File: src/rtl/wdk_pkg.sv
package wdk_pkg;

   typedef enum logic [1:0] {
      WD_IDLE = 2'd0,
      WD_RUN  = 2'd1,
      WD_TRIP = 2'd2
   } wd_state_e;

endpackage

File: src/rtl/wdk_sync.sv
module wdk_sync #(
   parameter int STAGES = 2
) (
   input  logic clk_i,
   input  logic rst_ni,
   input  logic d_i,
   output logic q_o
);
   logic [STAGES-1:0] stage_q;

   genvar g;
   generate
      for (g = 0; g < STAGES; g++) begin : g_stage
         if (g == 0) begin : g_first
            always_ff @(posedge clk_i or negedge rst_ni) begin
               if (!rst_ni) stage_q[g] <= 1'b0;
               else         stage_q[g] <= d_i;
            end
         end else begin : g_next
            always_ff @(posedge clk_i or negedge rst_ni) begin
               if (!rst_ni) stage_q[g] <= 1'b0;
               else         stage_q[g] <= stage_q[g-1];
            end
         end
      end
   endgenerate

   assign q_o = stage_q[STAGES-1];
endmodule

File: src/rtl/wdk_edge.sv
module wdk_edge (
   input  logic clk_i,
   input  logic rst_ni,
   input  logic level_i,
   input  logic clear_i,
   output logic edge_o
);
   logic hist_q;
   logic hist_vld_q;

   always_ff @(posedge clk_i or negedge rst_ni) begin
      if (!rst_ni) begin
         hist_q     <= 1'b0;
         hist_vld_q <= 1'b0;
      end else begin
         hist_q     <= level_i;
         hist_vld_q <= ~clear_i;
      end
   end

   assign edge_o = hist_vld_q & ~clear_i & (level_i ^ hist_q);
endmodule

File: src/rtl/wdk_timer.sv
module wdk_timer
   import wdk_pkg::*;
#(
   parameter int TIMEOUT_TICKS = 16
) (
   input  logic clk_i,
   input  logic rst_ni,
   input  logic clear_i,
   input  logic restart_i,
   output logic tripped_o
);
   localparam int CNT_W = (TIMEOUT_TICKS > 2) ? $clog2(TIMEOUT_TICKS) : 1;
   localparam logic [CNT_W-1:0] LOAD_VAL = CNT_W'(TIMEOUT_TICKS - 1);

   wd_state_e        state_q;
   logic [CNT_W-1:0] cnt_q;

   always_ff @(posedge clk_i or negedge rst_ni) begin
      if (!rst_ni) begin
         state_q <= WD_IDLE;
         cnt_q   <= '0;
      end else if (clear_i) begin
         state_q <= WD_IDLE;
         cnt_q   <= '0;
      end else if (restart_i) begin
         state_q <= WD_RUN;
         cnt_q   <= LOAD_VAL;
      end else if (state_q == WD_RUN) begin
         if (cnt_q == '0) state_q <= WD_TRIP;
         else             cnt_q   <= cnt_q - 1'b1;
      end
   end

   assign tripped_o = (state_q == WD_TRIP);
endmodule

File: src/rtl/wdk_monitor.sv
module wdk_monitor #(
   parameter int TIMEOUT_TICKS = 52429,
   parameter int SYNC_STAGES   = 2
) (
   input  logic clk_i,
   input  logic rst_ni,
   input  logic kick_i,
   input  logic kick_hiz_i,
   input  logic supply_ok_i,
   input  logic rst_active_i,
   output logic wdo_no
);
   generate
      if (TIMEOUT_TICKS < 2) begin : g_bad_timeout
         $error("wdk_monitor: TIMEOUT_TICKS must be at least 2");
      end
      if (SYNC_STAGES < 2) begin : g_bad_sync
         $error("wdk_monitor: SYNC_STAGES must be at least 2");
      end
   endgenerate

   logic kick_sync;
   logic hold_clear;
   logic kick_edge;
   logic tripped;

   assign hold_clear = kick_hiz_i | rst_active_i;

   wdk_sync #(.STAGES(SYNC_STAGES)) i_sync (
      .clk_i  (clk_i),
      .rst_ni (rst_ni),
      .d_i    (kick_i),
      .q_o    (kick_sync)
   );

   wdk_edge i_edge (
      .clk_i   (clk_i),
      .rst_ni  (rst_ni),
      .level_i (kick_sync),
      .clear_i (hold_clear),
      .edge_o  (kick_edge)
   );

   wdk_timer #(.TIMEOUT_TICKS(TIMEOUT_TICKS)) i_timer (
      .clk_i     (clk_i),
      .rst_ni    (rst_ni),
      .clear_i   (hold_clear),
      .restart_i (kick_edge),
      .tripped_o (tripped)
   );

   assign wdo_no = supply_ok_i & ~tripped;
endmodule

File: config.mk
export PLATFORM = sky130hd
export DESIGN_NAME = wdk_monitor
export DESIGN_NICKNAME = d
export VERILOG_FILES = /design/src/rtl/wdk_pkg.sv /design/src/rtl/wdk_sync.sv /design/src/rtl/wdk_edge.sv /design/src/rtl/wdk_timer.sv /design/src/rtl/wdk_monitor.sv
export SDC_FILE = /design/constraint.sdc
export NUM_CORES = 1
export LEC_CHECK = 0
export BUFFER_PORTS_ARGS = -buffer_cell sky130_fd_sc_hd__buf_4
export CAP_MARGIN = 15
export CORE_AREA = 2 2 52 54
export CTS_CLUSTER_DIAMETER = 150
export CTS_CLUSTER_SIZE = 28
export DETAILED_ROUTE_END_ITERATION = 16
export DIE_AREA = 0 0 54 56
export HOLD_SLACK_MARGIN = 0.08
export PLACE_DENSITY = 0.76
export SETUP_SLACK_MARGIN = 0.1
export SYNTH_ARGS = -nofsm -noshare
export SYNTH_HDL_FRONTEND = slang
export SYNTH_SLANG_ARGS = --single-unit
File: constraint.sdc
create_clock -name clk_i -period 2.9 [get_ports clk_i]
set_input_delay 0.145 -clock clk_i [delete_from_list [all_inputs] [get_ports clk_i]]
set_output_delay 0.145 -clock clk_i [all_outputs]
set_load 0.02 [all_outputs]
# [After elaboration in Yosys (flattened, before gate mapping)]
# Index checks and enable logic that the tools add are counted.
[totals] in_bits=6 register_bits=22 elab_cells=30 out_inout_bits=1
[op_classes] reduce_logical=5 bitwise=7 n_addsub=1 mux=8 n_eq_ne=3
[ops] op="16-bit two-way mux" n=4
[ops] op="16-bit zero test" n=1
[ops] op="16-bit by 1-bit subtractor with 16-bit output, second input constant" n=1
[ops] op="2-bit two-way mux" n=4
[ops] op="3-bit nonzero test" n=2
[ops] op="2-bit AND reduction" n=2
[ops] op="1-bit AND" n=3
[ops] op="3-bit != test, second input constant" n=1
[ops] op="2-bit by 1-bit == test with 1-bit output, second input constant" n=1
[ops] op="2-bit == test, second input constant" n=1
[ops] op="1-bit inverter" n=2
[ops] op="1-bit bitwise OR" n=1
[ops] op="1-bit XOR" n=1

# [Logic depth before layout (Yosys ltp)]
[depth] ltp_word=6 ltp_mapped=7 ltp_nobuf=6

# [Modules after synthesis]
# A second synthesis with hierarchy kept.
[unflattened] cells_unflattened=120 hier_area_um2=1173.6
[by_module_without_submodules] module="wdk_timer" seq_area_each_um2=450.4 area_each_um2=1042.2 instances=1 cells_per_inst=111
[by_module_without_submodules] module="wdk_edge" seq_area_each_um2=50.0 area_each_um2=68.8 instances=1 cells_per_inst=5
[by_module_without_submodules] module="wdk_sync" seq_area_each_um2=50.0 area_each_um2=50.0 instances=1 cells_per_inst=2
[by_module_without_submodules] module="wdk_monitor" seq_area_each_um2=0.0 area_each_um2=12.5 instances=1 cells_per_inst=2

# [Least setup slack after synthesis]
# OpenSTA, ideal clock, no wires.
[synth_timing] path_kind="reg-to-reg" from="reg i_timer.cnt_q[9]" to="reg i_timer.cnt_q[14]" required_ps=2818 synth_period_minus_slack_ps=2293 setup_slack_ps=607 setup_ps=82 path_buffers=2 path_stages_with_launch=7 arrival_ps=2211 cell_sequence="dfrtp_1 -> or4_1 -> buf_2 -> or4_1 -> clkbuf_2 -> or4b_1 -> a31oi_1"
[synth_via] elab_chain_len=5 word_cells_on_any_way=8 cone_classes="1 x add/sub; 1 x eq/ne; 4 x mux; 2 x reduce/logical"
[synth_lines] item="start, declared" line="wdk_timer.sv:16" text="logic [CNT_W-1:0] cnt_q;"
[synth_lines] item="start signal, assigned" line="wdk_timer.sv:30" text="else cnt_q <= cnt_q - 1'b1;"
[synth_lines] item="16-bit by 1-bit subtractor with 16-bit output" line="wdk_timer.sv:30"
[synth_lines] item="16-bit two-way mux" line="wdk_timer.sv:29" text="if (cnt_q == '0) state_q <= WD_TRIP;"
[synth_lines] item="16-bit two-way mux" line="wdk_timer.sv:28" text="end else if (state_q == WD_RUN) begin"
[synth_lines] item="16-bit two-way mux" line="wdk_timer.sv:25" text="end else if (restart_i) begin"
[synth_lines] item="16-bit two-way mux" line="wdk_timer.sv:22" text="end else if (clear_i) begin"
# Several ways; a longest one is shown, not always the timed one. The select of a mux whose other input is x is not followed.
# A chain may end at the register's enable or synchronous reset.

# [Worst setup path in the final report]
[layout_timing] from="reg i_timer.cnt_q[2]" to="reg i_timer.cnt_q[14]"
# The elaborated chain is that of the path after synthesis.

==> run summary <==
The flow ran to the end, and the final reports show no timing, DRC or antenna violations. TritonCTS built the clock tree. In the layout the commonest cells are sky130_fd_sc_hd__dfrtp_1, sky130_fd_sc_hd__a21oi_1, sky130_fd_sc_hd__or4_1, sky130_fd_sc_hd__or3_1, sky130_fd_sc_hd__buf_4. The tools report the post-cts resize count as 0.

The first global-routing pass estimated 4.236 mm of wire. Clock-pin slew was measured on the worst setup and hold paths at 0.12 ns. The initialized floorplan defines 18 standard-cell rows.

The share of total power dissipated in combinational logic is 16.3%. Counting tap cells, the placed design contains a total of 149 instances. The tools report the internal power as 393.0 µW. In this run, synthesis inferred 0 flip-flops with an integrated enable.

Setup repair after global routing left no endpoint under its margin. The logs give 0 for the initial antenna violation count and 47.11% for the sequential area share after synthesis. The switching part of the total power came out at 28.36%.

The tools report the synthesized area as 0.001169 mm². At the worst endpoint, the arrival time is 2.63 ns. For this design the total switching power over the nets is 155.6 µW. The worst relative slew slack is 68.23%.

The max-slew violation count was 0; the part of the power in registers was 58.4%. The deepest clock path buffer count is 2. The analysis attributes to cell leakage a power of 0.5263 nW. The synthesis-to-finish area growth works out to 9.529%. The kind of capture point of the worst setup path was a flop. STA puts the critical path data required time at 3.14 ns. The net count of the finished layout is 133.

Cells fill 52.62% of the core in the end. Count of input and output buffers: 6. The category of the critical setup timing path was flop to flop.

After synthesis the netlist holds a flip-flop and latch count of 22. Of all flip-flops after synthesis, the portion carrying an async set or reset was 100.0%. Power per cell area: 428.6 mW/mm². The tools report the cell at the root of the clock tree as sky130_fd_sc_hd__clkbuf_4. The core region is 0.002432 mm². After detailed routing, the average wire length per cell comes to 16.82 µm. Across all layers, the routed design uses 1039 vias. Buffers inserted during clock tree synthesis total 3.

The worst setup path is launched from a flop. After detailed routing, the number of vias per cell comes to 6.747. The number of hold violations in the final report was 0; the mean cell area of the mapped netlist was 9.904 µm². The final cell count without fillers is 154, and the global route total overflow is 0. By area the synthesized netlist is led by sky130_fd_sc_hd__dfrtp_1, sky130_fd_sc_hd__or4_1, sky130_fd_sc_hd__a21oi_1. Of the post-synthesis cell area, the dominant cell type holds 47.11%. For the number of instances in the synthesized netlist, the log shows 118.

The library cell used most frequently in the layout, excluding fill and tap cells, is sky130_fd_sc_hd__dfrtp_1. For this block, the initial DRC count from the detailed router was 25. Peak fanout along the critical path: 9.

The clock sink count was 22. The number of antenna cells inserted is 0. The later pin in the worst-skew pair is clocked with a latency of 0.30 ns. The largest area contributor in the netlist was sky130_fd_sc_hd__dfrtp_1. Of the cells placed in the final design, the portion with a size suffix greater than 1 is 15.32%. For this run, the number of Yosys warnings is 0. For the number of I/O pins, the log shows 7. Routability-driven placement finished with a final weighted congestion of 0.7727. For the finished layout, the period the worst path requires is 2.393 ns. The tools report the total global-route track usage as 18.59%. The post-route clock skew was 0.001238 ns. The die is 54 µm wide. For the total routed wirelength, the log shows 2.591 mm.

The deepest level of the CTS H-tree was 1. The logs give 0 for the number of nets still failing antenna checks after routing and 125 for the total nets after synthesis. The die height is 56 µm, and the number of max-capacitance violations reported is 0.

The primary flip-flop cell chosen by synthesis mapping was sky130_fd_sc_hd__dfrtp_1. Worst-case vdd ir drop: 0.1763 mV. The via count of the first global-routing pass was 909; the count of cell types in the netlist was 32. The layout has 216 filler cells.

The tools report the detailed-route DRC error count as 0. Entering global routing, the biggest net connects 23 pins. The area of the die was 0.003024 mm².

The detailed-router iteration count before antenna repair was 4. The path class of the tightest hold or removal check is input port to flop. At the pin with the least slew margin, the transition time is 0.4722 ns. Adding up every negative setup slack in the final design gives 0 ns. Detailed placement finished with a half-perimeter wire length of 1.782 mm. Dividing the final minimum period by the clock period gives 82.53%. Static timing analysis puts the maximum clock frequency at 417.8 MHz. For the proportion of power drawn by the clock network, the log shows 25.3%.

The initial utilization of the core area, before any placement, comes to 48.05%. The number of setup violations in the final report was 0.
## cell families after synthesis
family	Yosys count	synth area share, %
buffers and inverters	12	4.068
XOR/XNOR	1	0.7496
flip-flops	22	47.11
AND/OR/NAND/NOR	46	27.30
AO/OA/AOI/OAI	36	19.70
adder cells (fa/ha/maj)	1	1.070
## sequential cells by signal (all words and copies together), names as in the netlist
signal	cells
i_timer.state_q	2
i_sync.stage_q	1
i_timer.cnt_q	16
i_edge.hist_q	1
i_sync.q_o	1
i_edge.hist_vld_q	1
## layout make-up
type / count / area, µm² / share of cell area, %
tap: 30 / 37.54 / 2.933
clock buffer: 3 / 22.52 / 1.760
timing repair buffer: 10 / 80.08 / 6.256
sequential: 22 / 550.5 / 43.01
inverter: 5 / 18.77 / 1.466
multi-input combinational: 84 / 570.5 / 44.57
## repair_timing
action,CTS,global route
hold endpoints to repair,23,0
endpoints found under the setup margin,0,0
hold buffers,2,0
setup buffers,0,0
## worst max-delay path, cell delays in order (launching register included)
cell                      delay (ns)
sky130_fd_sc_hd__dfrtp_1        0.47
sky130_fd_sc_hd__or4_1          0.65
sky130_fd_sc_hd__or4_1          0.55
sky130_fd_sc_hd__or4b_1         0.50
sky130_fd_sc_hd__a31oi_1        0.16
## final timing paths
check | to | startpoint | cells past startpoint | slack, ns
max | i_timer.cnt_q[14] | i_timer.cnt_q[2] | 4 | 0.51
min | i_timer.state_q[0] | kick_hiz_i | 3 | 0.24
max reg2reg | i_timer.cnt_q[14] | i_timer.cnt_q[2] | 4 | 0.51
min reg2reg | i_sync.q_o | i_sync.stage_q[0] | 0 | 0.38
max in group asynchronous | i_timer.cnt_q[1] | rst_ni | 2 | 2.43
min in group asynchronous | i_timer.cnt_q[3] | rst_ni | 2 | 0.25
## metrics by stage
stage | setup WS [ns] | hold WS (ns) | area (µm²) | power (mW)
finish | 0.5067 | 0.2388 | 1280 | 0.5486
global route | 0.3405 | 0.2222 | 1280 | 0.5764
CTS | 0.5118 | 0.2346 | 1280 | 0.5507
detailed placement | 0.5152 | 0.05013 | 1237 | 0.4125
global placement | 0.5732 | 0.04461 | 1237 | 0.4092
floorplan | 0.6074 | -0.1506 | 1169 | 0.3808
## power by group through the flow
stage | clock network (mW) | logic [mW] | registers [mW]
after floorplan | 0 | 0.0564 | 0.324
after global placement | 0 | 0.0834 | 0.326
after detailed placement | 0 | 0.0861 | 0.326
after CTS | 0.141 | 0.0890 | 0.320
after global routing | 0.156 | 0.0984 | 0.322
final | 0.139 | 0.0893 | 0.321
## per-layer routing
| layer | GRT usage, % | share of wire, % |
|---|---|---|
| met4 | 6.429 | 1.8 |
| met1 | 24.87 | 45 |
| met3 | 1.613 | 4.3 |
| met2 | 30.66 | 49 |
| met5 | 0 | 0 |
## Yosys cell counts, types with 2 or more instances
cell type                  number
sky130_fd_sc_hd__inv_1          5
sky130_fd_sc_hd__a21oi_1       11
sky130_fd_sc_hd__nand3b_1       2
sky130_fd_sc_hd__clkbuf_1       5
sky130_fd_sc_hd__o41ai_1        4
sky130_fd_sc_hd__nor2_1         4
sky130_fd_sc_hd__o21ai_0        4
sky130_fd_sc_hd__or2_2          3
sky130_fd_sc_hd__or4_1          8
sky130_fd_sc_hd__or4b_1         2
sky130_fd_sc_hd__or3_1          8
sky130_fd_sc_hd__o31ai_1        6
sky130_fd_sc_hd__or4b_2         3
sky130_fd_sc_hd__nor4_1         4
sky130_fd_sc_hd__nand2_1        4
sky130_fd_sc_hd__a31oi_1        7
sky130_fd_sc_hd__dfrtp_1       22
sky130_fd_sc_hd__nand4b_1       2
(Power assumes the default switching activity.)
